===== src/rtl/cfg_i2c_pkg.sv =====
package cfg_i2c_pkg;

   typedef enum logic [2:0] {
      PH_IDLE,
      PH_ADDR,
      PH_PTR,
      PH_WR,
      PH_RD
   } phase_t;

   localparam int CFG_LOC       = 1;
   localparam int GAIN_FIRST    = 6;
   localparam int GAIN_LAST     = 8;
   localparam logic [7:0] CFG_RST  = 8'h02;
   localparam logic [7:0] GAIN_RST = 8'h40;

   function automatic logic [7:0] loc_default(int idx);
      if (idx == CFG_LOC) return CFG_RST;
      if (idx >= GAIN_FIRST && idx <= GAIN_LAST) return GAIN_RST;
      return 8'h00;
   endfunction

endpackage


===== src/rtl/cfg_i2c_line_filt.sv =====
module cfg_i2c_line_filt #(
   parameter int SYNC_LEN = 2,
   parameter int FILT_LEN = 3
) (
   input  logic clk,
   input  logic rst_n,
   input  logic din,
   output logic dout
);
   generate
      if (SYNC_LEN < 2) begin : g_bad_sync
         $error("SYNC_LEN must be at least 2");
      end
      if (FILT_LEN < 2) begin : g_bad_filt
         $error("FILT_LEN must be at least 2");
      end
   endgenerate

   logic [SYNC_LEN-1:0] sync_q;
   logic [FILT_LEN-1:0] hist_q;
   logic                out_q;

   always_ff @(posedge clk or negedge rst_n) begin
      if (!rst_n) begin
         sync_q <= '1;
         hist_q <= '1;
         out_q  <= 1'b1;
      end else begin
         sync_q <= {sync_q[SYNC_LEN-2:0], din};
         hist_q <= {hist_q[FILT_LEN-2:0], sync_q[SYNC_LEN-1]};
         if (&hist_q)       out_q <= 1'b1;
         else if (~|hist_q) out_q <= 1'b0;
      end
   end

   assign dout = out_q;

   // the filtered level moves only after a full run of equal samples
   p_filt_run_r9: assert property (@(posedge clk) disable iff (!rst_n)
      !$stable(out_q) |-> $past((&hist_q) || (~|hist_q)));

endmodule


===== src/rtl/cfg_i2c_engine.sv =====
module cfg_i2c_engine
   import cfg_i2c_pkg::*;
#(
   parameter int         PTR_W      = 5,
   parameter logic [4:0] ADDR_FIXED = 5'b10001
) (
   input  logic             clk,
   input  logic             rst_n,
   input  logic             scl_f,
   input  logic             sda_f,
   input  logic [1:0]       addr_sel,
   input  logic [7:0]       rd_data,
   output logic [PTR_W-1:0] ptr,
   output logic             wr_en,
   output logic [PTR_W-1:0] wr_ptr,
   output logic [7:0]       wr_data,
   output logic             sda_oe
);
   generate
      if (PTR_W < 1 || PTR_W > 8) begin : g_bad_ptr
         $error("PTR_W must lie in 1..8");
      end
   endgenerate

   localparam logic [3:0] ACK_SLOT  = 4'd8;
   localparam logic [3:0] ACK_DONE  = 4'd9;

   logic   scl_q, sda_q;
   logic   start_c, stop_c, rise_c, fall_c;
   phase_t phase;
   logic [3:0] bitcnt;
   logic [7:0] sh, tx;
   logic       rd_go;

   always_ff @(posedge clk or negedge rst_n) begin
      if (!rst_n) begin
         scl_q <= 1'b1;
         sda_q <= 1'b1;
      end else begin
         scl_q <= scl_f;
         sda_q <= sda_f;
      end
   end

   assign start_c = scl_f & scl_q & sda_q & ~sda_f;
   assign stop_c  = scl_f & scl_q & ~sda_q & sda_f;
   assign rise_c  = scl_f & ~scl_q;
   assign fall_c  = ~scl_f & scl_q;

   always_ff @(posedge clk or negedge rst_n) begin
      if (!rst_n) begin
         phase   <= PH_IDLE;
         bitcnt  <= '0;
         sh      <= '0;
         tx      <= '0;
         rd_go   <= 1'b0;
         ptr     <= '0;
         wr_en   <= 1'b0;
         wr_ptr  <= '0;
         wr_data <= '0;
         sda_oe  <= 1'b0;
      end else begin
         wr_en <= 1'b0;
         if (start_c) begin
            phase  <= PH_ADDR;
            bitcnt <= '0;
            sda_oe <= 1'b0;
         end else if (stop_c) begin
            phase  <= PH_IDLE;
            sda_oe <= 1'b0;
         end else if (phase != PH_IDLE) begin
            if (rise_c) begin
               if (bitcnt < ACK_SLOT) begin
                  sh     <= {sh[6:0], sda_f};
                  bitcnt <= bitcnt + 4'd1;
               end else if (bitcnt == ACK_SLOT) begin
                  if (phase == PH_RD) rd_go <= ~sda_f;
                  bitcnt <= ACK_DONE;
               end
            end else if (fall_c) begin
               if (bitcnt == ACK_SLOT) begin
                  unique case (phase)
                     PH_ADDR: begin
                        if (sh[7:1] == {ADDR_FIXED, addr_sel}) begin
                           sda_oe <= 1'b1;
                           rd_go  <= 1'b1;
                           phase  <= sh[0] ? PH_RD : PH_PTR;
                        end else begin
                           phase <= PH_IDLE;
                        end
                     end
                     PH_PTR: begin
                        sda_oe <= 1'b1;
                        ptr    <= sh[PTR_W-1:0];
                        phase  <= PH_WR;
                     end
                     PH_WR: begin
                        sda_oe  <= 1'b1;
                        wr_en   <= 1'b1;
                        wr_ptr  <= ptr;
                        wr_data <= sh;
                        ptr     <= ptr + 1'b1;
                     end
                     PH_RD:   sda_oe <= 1'b0;
                     default: ;
                  endcase
               end else if (bitcnt == ACK_DONE) begin
                  bitcnt <= '0;
                  sda_oe <= 1'b0;
                  if (phase == PH_RD) begin
                     if (rd_go) begin
                        tx     <= {rd_data[6:0], 1'b0};
                        sda_oe <= ~rd_data[7];
                        ptr    <= ptr + 1'b1;
                     end else begin
                        phase <= PH_IDLE;
                     end
                  end
               end else if (phase == PH_RD && bitcnt != '0) begin
                  sda_oe <= ~tx[7];
                  tx     <= {tx[6:0], 1'b0};
               end
            end
         end
      end
   end

   // an idle engine never holds the data line
   p_idle_quiet_r4: assert property (@(posedge clk) disable iff (!rst_n)
      (phase == PH_IDLE) |-> !sda_oe);
   // a STOP releases the line
   p_stop_release_r4: assert property (@(posedge clk) disable iff (!rst_n)
      stop_c |=> !sda_oe);
   // the pointer has moved past each stored byte
   p_ptr_step_r2: assert property (@(posedge clk) disable iff (!rst_n)
      wr_en |-> (ptr == wr_ptr + PTR_W'(1)));
   // the target changes SDA only while SCL is low
   p_sda_low_scl_r10: assert property (@(posedge clk) disable iff (!rst_n)
      !$stable(sda_oe) |-> !$past(scl_f) || start_c || stop_c || $past(start_c || stop_c));

endmodule


===== src/rtl/cfg_i2c_regs.sv =====
module cfg_i2c_regs
   import cfg_i2c_pkg::*;
#(
   parameter int         NUM_LOC = 20,
   parameter int         PTR_W   = 5,
   parameter logic [3:0] ID_NIB  = 4'h1,
   parameter logic [3:0] REV_NIB = 4'h0,
   parameter int         HOLE_LO = 13,
   parameter int         HOLE_HI = 18,
   parameter int         CAL_LOC = 12
) (
   input  logic               clk,
   input  logic               rst_n,
   input  logic               wr_en,
   input  logic [PTR_W-1:0]   wr_ptr,
   input  logic [7:0]         wr_data,
   input  logic [PTR_W-1:0]   rd_ptr,
   input  logic               cal_done,
   output logic [7:0]         rd_data,
   output logic [NUM_LOC*8-1:0] regs_flat,
   output logic               cal_go
);
   localparam int SPACE = 1 << PTR_W;
   localparam int CAL_BIT = CAL_LOC * 8;

   generate
      if (NUM_LOC > SPACE || NUM_LOC <= CAL_LOC) begin : g_bad_size
         $error("NUM_LOC must fit the pointer space and cover CAL_LOC");
      end
   endgenerate

   logic cal_q;

   for (genvar g = 0; g < NUM_LOC; g++) begin : g_loc
      if (g == 0) begin : g_id
         assign regs_flat[7:0] = {ID_NIB, REV_NIB};
      end else if (g >= HOLE_LO && g <= HOLE_HI) begin : g_hole
         assign regs_flat[g*8 +: 8] = 8'h00;
      end else begin : g_store
         localparam logic [7:0] RST_VAL = loc_default(g);
         logic [7:0] q;
         always_ff @(posedge clk or negedge rst_n) begin
            if (!rst_n)                                  q <= RST_VAL;
            else if (wr_en && wr_ptr == PTR_W'(g))       q <= wr_data;
            else if (g == CAL_LOC && cal_done)           q[0] <= 1'b0;
         end
         assign regs_flat[g*8 +: 8] = q;
      end
   end

   always_comb begin
      rd_data = 8'h00;
      for (int i = 0; i < NUM_LOC; i++)
         if (rd_ptr == PTR_W'(i)) rd_data = regs_flat[i*8 +: 8];
   end

   always_ff @(posedge clk or negedge rst_n) begin
      if (!rst_n) begin
         cal_q  <= 1'b0;
         cal_go <= 1'b0;
      end else begin
         cal_q  <= regs_flat[CAL_BIT];
         cal_go <= regs_flat[CAL_BIT] & ~cal_q;
      end
   end

   // done pulse clears the start bit unless a write to it coincides
   p_cal_clear_r8: assert property (@(posedge clk) disable iff (!rst_n)
      (cal_done && !(wr_en && wr_ptr == PTR_W'(CAL_LOC))) |=> !regs_flat[CAL_BIT]);
   // strobe lasts one cycle
   p_cal_pulse_r8: assert property (@(posedge clk) disable iff (!rst_n)
      cal_go |=> !cal_go);
   // a write to the configuration location lands there
   p_wr_land_r2: assert property (@(posedge clk) disable iff (!rst_n)
      (wr_en && wr_ptr == PTR_W'(CFG_LOC)) |=> (regs_flat[15:8] == $past(wr_data)));

endmodule


===== src/rtl/cfg_i2c_target.sv =====
module cfg_i2c_target #(
   parameter int         SYNC_LEN   = 2,
   parameter int         FILT_LEN   = 3,
   parameter int         PTR_W      = 5,
   parameter int         NUM_LOC    = 20,
   parameter logic [4:0] ADDR_FIXED = 5'b10001,
   parameter logic [3:0] ID_NIB     = 4'h1,
   parameter logic [3:0] REV_NIB    = 4'h0
) (
   input  logic                 clk,
   input  logic                 rst_n,
   input  logic                 scl_i,
   input  logic                 sda_i,
   output logic                 sda_oe,
   input  logic [1:0]           addr_sel,
   input  logic                 cal_done,
   output logic                 cal_go,
   output logic [NUM_LOC*8-1:0] regs_o
);
   localparam int LINES = 2;

   logic [LINES-1:0] pad_in, filt_out;
   logic [PTR_W-1:0] ptr, wr_ptr;
   logic [7:0]       wr_data, rd_data;
   logic             wr_en;

   assign pad_in = {sda_i, scl_i};

   for (genvar l = 0; l < LINES; l++) begin : g_line
      cfg_i2c_line_filt #(.SYNC_LEN(SYNC_LEN), .FILT_LEN(FILT_LEN)) u_filt (
         .clk(clk), .rst_n(rst_n), .din(pad_in[l]), .dout(filt_out[l]));
   end

   cfg_i2c_engine #(.PTR_W(PTR_W), .ADDR_FIXED(ADDR_FIXED)) u_engine (
      .clk(clk), .rst_n(rst_n), .scl_f(filt_out[0]), .sda_f(filt_out[1]),
      .addr_sel(addr_sel), .rd_data(rd_data), .ptr(ptr), .wr_en(wr_en),
      .wr_ptr(wr_ptr), .wr_data(wr_data), .sda_oe(sda_oe));

   cfg_i2c_regs #(.NUM_LOC(NUM_LOC), .PTR_W(PTR_W), .ID_NIB(ID_NIB),
                  .REV_NIB(REV_NIB)) u_regs (
      .clk(clk), .rst_n(rst_n), .wr_en(wr_en), .wr_ptr(wr_ptr),
      .wr_data(wr_data), .rd_ptr(ptr), .cal_done(cal_done),
      .rd_data(rd_data), .regs_flat(regs_o), .cal_go(cal_go));

endmodule


===== config.mk =====
export PLATFORM = sky130hd
export DESIGN_NAME = cfg_i2c_target
export DESIGN_NICKNAME = d
export VERILOG_FILES = /design/src/rtl/cfg_i2c_pkg.sv /design/src/rtl/cfg_i2c_line_filt.sv /design/src/rtl/cfg_i2c_engine.sv /design/src/rtl/cfg_i2c_regs.sv /design/src/rtl/cfg_i2c_target.sv
export SDC_FILE = /design/constraint.sdc
export NUM_CORES = 1
export LEC_CHECK = 0
export ABC_AREA = 1
export CORE_MARGIN = 2
export CORE_UTILIZATION = 56
export DETAILED_ROUTE_END_ITERATION = 10
export GPL_TIMING_DRIVEN = 0
export HOLD_SLACK_MARGIN = 0.12
export PLACE_DENSITY = 0.87
export SYNTH_ARGS = -nofsm -noshare
export SYNTH_HDL_FRONTEND = slang
export SYNTH_SLANG_ARGS = --single-unit

===== constraint.sdc =====
create_clock -name clk -period 6.14 [get_ports clk]
set_input_delay 0.921 -clock clk [delete_from_list [all_inputs] [get_ports clk]]
set_output_delay 0.921 -clock clk [all_outputs]
set_load 0.02 [all_outputs]

==> flow_summary_export.csv, run 1 <==
group,metric,value,unit
setup_path,critPathLaunchType,"register",
placed_design,dpl_cell_area,9970,um^2
clock_tree,cts_setup_buffers,0,
synth,synth_edf_count,0,
floorplan,fp.dieH,126,um
cells_and_area,instances_no_fill,1464,
pwr,peakVddDrop,0.187,mV
sta,fmax,352,MHz
grt,globalRouteMet1Util,35.7,%
synth,post-synth-top-area-fraction,43.3,%
grt,grt_util_met2,46.0,%
setup_path,critPathBufInv,3,
sta,worst_slew_pin_slew,909,ps
pwr,pwr-share-seq,48.9,%
clock_tree,clkSinkCount,163,
setup_path,crit_family,"simple AND/OR/NAND/NOR gates",
setup_path,path_class,"reg -> reg",
cells_and_area,nets,1285,
floorplan,core_area,14600,um^2
cells_and_area,final_cell_mix,"372 x nand2_1, 154 x o21ai_0, 145 x dfrtp_1",
run_status,status,"finished, final reports clean",
clock_tree,cts_inserted_buffers,17,
grt,busiest_layer,"met2",
grt,grt_antenna_before_repair,0,
synth,netlist_area,8380,um^2
pwr,p_clk_share,40.0,%
drt,final_antenna_net_count,0,
clock_tree,clk_latency,440,ps
drt,drc_errors,0,
floorplan,dieArea,16000,um^2
grt,grt_pass1_vias,7131,
cells_and_area,drive_above_1_share,10.2,%
setup_path,crit_required,6470,ps
placed_design,hpwl,16.2,mm
clock_tree,clk_path_buf_depth,2,
clock_tree,htree_levels,4,
setup_path,cp_max_fo,10,
setup_path,crit_arrival,3170,ps
synth,synth.area.top_cells,"dfrtp_1 43%, nand2_1 17%, o21ai_0 9.2%",
sta,clock_skew,9.61,ps
drt,num_vias,7900,
clock_tree,ctsResizeCount,0,
drt,drt-initial-drc-count,762,
grt,grtUsageMet3,5.78,%
grt,grt_pass1_wl,35.4,mm
drt,viasPerCell,5.40,
sta,hold_violations,0,
sta,fin_crit_sh,46.2,%
setup_path,slowest_stage,"dfrtp_1",
synth,yosysSeqAreaShare,48.9,%
setup_path,crit_path_max_incr_delay,430,ps
placed_design,preCtsSetupSlack,3440,ps
floorplan,rows,44,
cells_and_area,final_area,10500,um^2
cells_and_area,final_common_cell,"nand2_1",
sta,slew_violations,0,
clock_tree,clk_pin_slew,60,ps
floorplan,ios,169,
floorplan,initial_core_util,57.5,%
grt,grt.total_usage,28.3,%
clock_tree,root_buffer,"clkbuf_16",
synth,yosysWarnings,0,
cells_and_area,syn2layout_area_growth,25.2,%
sta,rsz0062_at_grt,"false",
drt,wirelength,22.7,mm
run,cap_violations,0,
pwr,p_sw_share,26.3,%
clock_tree,cts_tree,"done",
pwr,p_int,1.78,mW
synth,synth_flop_cell,"dfrtp_1",
pwr,p_switching,637,uW
pwr,p_leak,5.09,nW
setup_path,crit_chain,"inv_1 -> ha_1 -> inv_1 -> nor2_1 -> clkbuf_1 -> nand3_1 -> nand2_1 -> nand3_1 -> nand4_1 -> nand2_1 -> nand2_1 -> nand2_1 -> nand2_1 -> nand2_1 -> nand2_1 -> nand2_1 -> nand2_1 -> nand2_1 -> nand2_1 -> nand2_1 -> nand2_1 -> nand2_1",
synth,synth_top_cell_by_area,"dfrtp_1",
sta,timing.final.ws_setup,3300,ps
synth,synth.distinct_cells,43,
synth,async_flop_share,100,%
cells_and_area,multi_input_comb_area,3470,um^2
min_path,hold_path.class,"reg -> reg",
sta,setup_violations,0,
placed_design,place.port_buffers,112,
setup_path,path_common_cell,"nand2_1",
placed_design,gp_congestion,0.955,
grt,overflow,0,
setup_path,cp-end-kind,"register",
drt,first_pass_iters,5,
placed_design,dp_cells,1432,
sta,layout_min_cycle_time,2840,ps
synth,synth_seq_cells,163,
cells_and_area,insertedDiodeCount,0,
pwr,comb_power_share,11.0,%
cells_and_area,fill_cells,1105,
grt,grt_start_max_net_pins,89,
clock_tree,cts_hold_buf,0,
synth,synthCells,1081,
sta,max_slew_margin,39.4,%
floorplan,die_x,126,um
pwr,p_per_area,230,nW/um^2
cells_and_area,register_area,4100,um^2
drt,wl_per_cell,15.5,um
synth,syn_avg_cell_area,7.76,um^2
-- power groups by stage --
stage               logic (mW)  clock network, mW  registers, mW
floorplan                0.191                  0           1.19
global placement         0.251                  0           1.20
detailed placement       0.263                  0           1.20
CTS                      0.266              0.964           1.18
global route             0.298               1.01           1.19
finish                   0.267              0.968           1.18
-- cell type report --
type                       instances  area share (%)
sequential                       163            39.1
multi-input combinational        761            33.1
timing repair buffer             113            11.0
buffer                            91            5.34
clock buffer                      29            4.86
inverter                         120            4.29
tap                              184            2.19
clock inverter                     3           0.191
-- layer usage --
metal | wire [um] | vias to the layer above
li1 | - | 3688
met1 | 8840 | 3707
met2 | 10900 | 428
met3 | 1960 | 77
met4 | 918 | 0
met5 | 0 | -
-- final timing paths --
path / start / slack (ps) / end / cells after the start
max: u_engine.ptr[1] / 3300 / u_engine.sda_oe / 22
min: g_line[1].u_filt.sync_q[1] / 360 / g_line[1].u_filt.hist_q[0] / 0
max reg2reg: u_engine.ptr[1] / 3300 / u_engine.sda_oe / 22
min reg2reg: g_line[1].u_filt.sync_q[1] / 360 / g_line[1].u_filt.hist_q[0] / 0
max in group asynchronous: rst_n / 4760 / u_regs.g_loc[10].g_store.q[7] / 2
min in group asynchronous: rst_n / 540 / u_regs.g_loc[2].g_store.q[7] / 1
-- cells in the mapped netlist, types with 2 or more instances --
master and number:
xor2_1 3, inv_2 5, nor3_2 2, nor2_1 50, nor2_2 2, nand3b_1 2, a21oi_1 10, or2_2 5
conb_1 2, dfstp_2 18, nand2_1 372, ha_1 11, nand4_1 5, nor3_1 11, inv_1 114, o211ai_1 6
o31ai_1 2, buf_4 56, buf_2 7, clkbuf_1 27, dfrtp_1 145, o21ai_0 154, nor2_4 5, or2_0 4
nand3_1 45
-- cell families (layout without fill, tap and decap cells) --
kind of cell	count (synthesis)	after routing	share of synthesized area (%)
other cells	2	56	0.0896
fa+ha+maj	11	11	1.64
flops	163	163	48.9
compound gates	182	182	11.8
simple gates	508	508	25.1
mux	1	1	0.134
buf+inv	211	356	12.1
xor+xnor	3	3	0.313
-- state kept, by name, indices dropped and copies added (netlist names), 2 cells and up --
name and flops:
g_line.u_filt.dout 2, g_line.u_filt.hist_q 6, g_line.u_filt.sync_q 4, u_engine.bitcnt 4, u_engine.phase 3, u_engine.ptr 5, u_engine.sh 8, u_engine.tx 7
u_engine.wr_data 8, u_engine.wr_ptr 5, u_regs.g_loc.g_store.q 104
-- through the flow --
stage,power (mW),util [%],setup TNS (ps),hold slack [ps]
floorplan,1.38,-,0,345
global placement,1.45,68.1,-323200,347
detailed placement,1.46,68.3,0,348
CTS,2.41,72.0,0,358
global route,2.50,72.0,0,363
finish,2.42,72.0,0,356
(Power assumes the default switching activity.)
==> run 2: changes to the inputs <==
--- a/config.mk
+++ b/config.mk
@@ -7,11 +7,11 @@
 export LEC_CHECK = 0
 export ABC_AREA = 1
 export CORE_MARGIN = 2
-export CORE_UTILIZATION = 56
+export CORE_UTILIZATION = 52
 export DETAILED_ROUTE_END_ITERATION = 10
 export GPL_TIMING_DRIVEN = 0
 export HOLD_SLACK_MARGIN = 0.12
-export PLACE_DENSITY = 0.87
+export PLACE_DENSITY = 0.82
 export SYNTH_ARGS = -nofsm -noshare
 export SYNTH_HDL_FRONTEND = slang
 export SYNTH_SLANG_ARGS = --single-unit
==> constraint.sdc (replaced) <==
create_clock -name clk -period 2.7 [get_ports clk]
set_input_delay 0.405 -clock clk [delete_from_list [all_inputs] [get_ports clk]]
set_output_delay 0.405 -clock clk [all_outputs]
set_load 0.02 [all_outputs]
==> run 2 against run 1 <==
  * Clock skew fell by 0.74 ps
  * Non-clock buffer count rose by 1
  * Hold slack got worse by 0.62 ps
  * Power rose by 120%
  * Utilization fell by 5.2 points
  * Die area rose by 7.4%
  * Largest power group unchanged
  * Highest routed layer unchanged
==> flow_summary_export.csv, run 2 (synthesis gave the netlist of run 1 again) <==
group,metric,value,unit
pwr,p_clk_share,39.2,%
clock_tree,clkSinkCount,163,
drt,wl_per_cell,15.2,um
grt,grt_util_met2,45.0,%
setup_path,ff2ff_path_depth,17,
sta,slew_violations,0,
grt,overflow,0,
placed_design,gp_congestion,0.939,
cells_and_area,final_common_cell,"nand2_1",
setup_path,cp-end-kind,"register",
setup_path,timing.rr.start,"u_engine.ptr[0]",
drt,num_vias,7695,
floorplan,fp.dieH,131,um
grt,globalRouteMet1Util,35.2,%
sta,max_slew_margin,42.3,%
cells_and_area,drive_above_1_share,11.0,%
floorplan,dieArea,17200,um^2
cells_and_area,finish.utilization,66.7,%
grt,grt_antenna_before_repair,0,
drt,drc_errors,0,
grt,grtUsageMet3,5.54,%
setup_path,reg2reg_slack,190,ps
grt,grt_pass1_wl,35.8,mm
drt,first_pass_iters,6,
sta,hold_violations,0,
setup_path,slowest_stage,"dfrtp_2",
clock_tree,clk_latency,430,ps
cells_and_area,final_cell_mix,"369 x nand2_1, 154 x o21ai_0, 144 x dfrtp_1",
setup_path,timing.critical_path.to,"u_engine.tx[7]",
setup_path,r2r-end,"u_engine.tx[7]",
clock_tree,htree_levels,4,
pwr,p_int,3.97,mW
grt,grt_pass1_vias,7107,
setup_path,crit_required,3030,ps
setup_path,critPathLaunchType,"register",
clock_tree,clk_pin_slew,60,ps
sta,fin_hold_ws,355,ps
setup_path,cp_max_fo,7,
cells_and_area,largest_reg_flops,104,
sta,fin_crit_sh,93.0,%
setup_path,crit_chain,"inv_1 -> ha_1 -> inv_1 -> nor2_1 -> inv_1 -> nor2_2 -> inv_1 -> o21ai_0 -> inv_1 -> nand2_1 -> nand2_1 -> nand2_1 -> nand2_1 -> nand2_1 -> nand2_1 -> nand2_1 -> nand2_1",
clock_tree,root_buffer,"clkbuf_16",
setup_path,startpoint,"u_engine.ptr[0]",
setup_path,path_class,"reg -> reg",
placed_design,hpwl,16.3,mm
floorplan,core_area,15800,um^2
floorplan,ios,169,
setup_path,path_common_cell,"nand2_1",
grt,grt.total_usage,27.5,%
pwr,peakVddDrop,0.432,mV
drt,wirelength,22.8,mm
run_status,status,"finished, final reports clean",
setup_path,crit_path_max_incr_delay,440,ps
placed_design,place.port_buffers,112,
floorplan,die_x,131,um
pwr,p_per_area,514,nW/um^2
cells_and_area,insertedDiodeCount,0,
cells_and_area,syn2layout_area_growth,26.0,%
floorplan,rows,46,
grt,grt_start_max_net_pins,87,
pwr,p_leak,5.09,nW
sta,setup_violations,0,
clock_tree,cts_tree,"done",
cells_and_area,nets,1286,
pwr,p_sw_share,26.8,%
pwr,p_switching,1.46,mW
setup_path,crit_arrival,2840,ps
clock_tree,cts_inserted_buffers,17,
floorplan,initial_core_util,53.0,%
pwr,comb_power_share,11.3,%
sta,worst_slew_pin_slew,865,ps
sta,layout_min_cycle_time,2510,ps
clock_tree,clk_path_buf_depth,2,
cells_and_area,biggestRegsByFlops,"u_regs.g_loc.g_store.q (104), u_engine.sh (8), u_engine.wr_data (8)",
cells_and_area,top_register,"u_regs.g_loc.g_store.q",
pwr,pwr-share-seq,49.5,%
grt,busiest_layer,"met2",
min_path,hold_path.class,"reg -> reg",
drt,final_antenna_net_count,0,
drt,viasPerCell,5.14,
run,cap_violations,0,
drt,drt-initial-drc-count,776,
sta,fmax,398,MHz
sta,clock_skew,8.87,ps
run 2: changes by cell type in the layout (fill, tap and decap cells not counted), moves of 2 or more:
cell	change
clkbuf_1	-2
clkbuf_8	-3
clkinv_2	+4
nand2_1	-3
nand2_2	+2
nor2_1	-3
nor2_2	+3
run 2: layout make-up:
| class | instances | area (um^2) |
|---|---|---|
| Buffer | 91 | 571 |
| Clock buffer | 25 | 465 |
| Clock inverter | 7 | 40.0 |
| Fill cell | 1314 | 5260 |
| Inverter | 120 | 450 |
| Multi-Input combinational cell | 761 | 3500 |
| Sequential cell | 163 | 4100 |
| Tap cell | 216 | 270 |
| Timing Repair Buffer | 114 | 1160 |
run 2: worst min-delay path by stage:
stage                          startpoint  depth (start not counted)  slack (ps)                    endpoint
5_1_grt        g_line[1].u_filt.sync_q[0]                          0         360  g_line[1].u_filt.sync_q[1]
2_1_floorplan                       rst_n                          0         110          u_engine.bitcnt[0]
3_5_place_dp   g_line[0].u_filt.sync_q[0]                          0         350  g_line[0].u_filt.sync_q[1]
3_3_place_gp   g_line[0].u_filt.sync_q[1]                          0         350  g_line[0].u_filt.hist_q[0]
4_1_cts        g_line[1].u_filt.sync_q[0]                          0         360  g_line[1].u_filt.sync_q[1]
6_report       g_line[1].u_filt.sync_q[0]                          0         360  g_line[1].u_filt.sync_q[1]
run 2: repair_timing:
| item | 4_1_cts | 5_1_grt |
|---|---|---|
| endpoints found under the setup margin | 1 | 9 |
| endpoints found under the hold margin | 74 | 0 |
| hold buffers | 1 | 0 |
| cloned | 0 | 0 |
| pin swaps | 0 | 2 |
| resized for setup | 1 | 15 |
| setup buffers | 0 | 0 |
run 2: through the flow:
stage               instance area [um^2]  power (mW)  std cells  TNS (ps)  worst slack [ps]
detailed placement                 10000        3.32       1464         0              2.69
finish                             10600        5.43       1497         0               189
global route                       10600        5.67       1497     -7.99             -7.99
floorplan                           8590        3.15       1135         0               584
CTS                                10500        5.43       1497         0              76.1
global placement                    9980        3.30       1463   -809520             -5200
run 2: critical path: cells and delay by family (launching register included):
family	cells	cell delay [ps]
buffers and inverters	5	540
AO/OA/AOI/OAI	1	210
AND/OR/NAND/NOR	10	990
flip-flops	1	440
adder cells (fa/ha/maj)	1	210
run 2: power by group through the flow:
stage	sequential (mW)	combinational, mW	clock, mW
detailed placement	2.73	0.594	0
global placement	2.73	0.573	0
CTS	2.69	0.606	2.14
global route	2.71	0.706	2.25
floorplan	2.71	0.435	0
finish	2.69	0.612	2.13
run 2: metal layers:
metal | share of wire, % | up-vias
met5 | 0 | -
met4 | 3.8 | 0
met3 | 6.9 | 65
met2 | 48 | 344
met1 | 41 | 3597
li1 | - | 3689
==> run 3: changes to the inputs <==
--- a/config.mk
+++ b/config.mk
@@ -12,6 +12,7 @@
 export GPL_TIMING_DRIVEN = 0
 export HOLD_SLACK_MARGIN = 0.12
 export PLACE_DENSITY = 0.82
+export SLEW_MARGIN = 10
 export SYNTH_ARGS = -nofsm -noshare
 export SYNTH_HDL_FRONTEND = slang
 export SYNTH_SLANG_ARGS = --single-unit
==> results of run 3 <==
Same layout as run 2: the final DEF is identical, and so are final timing and power.
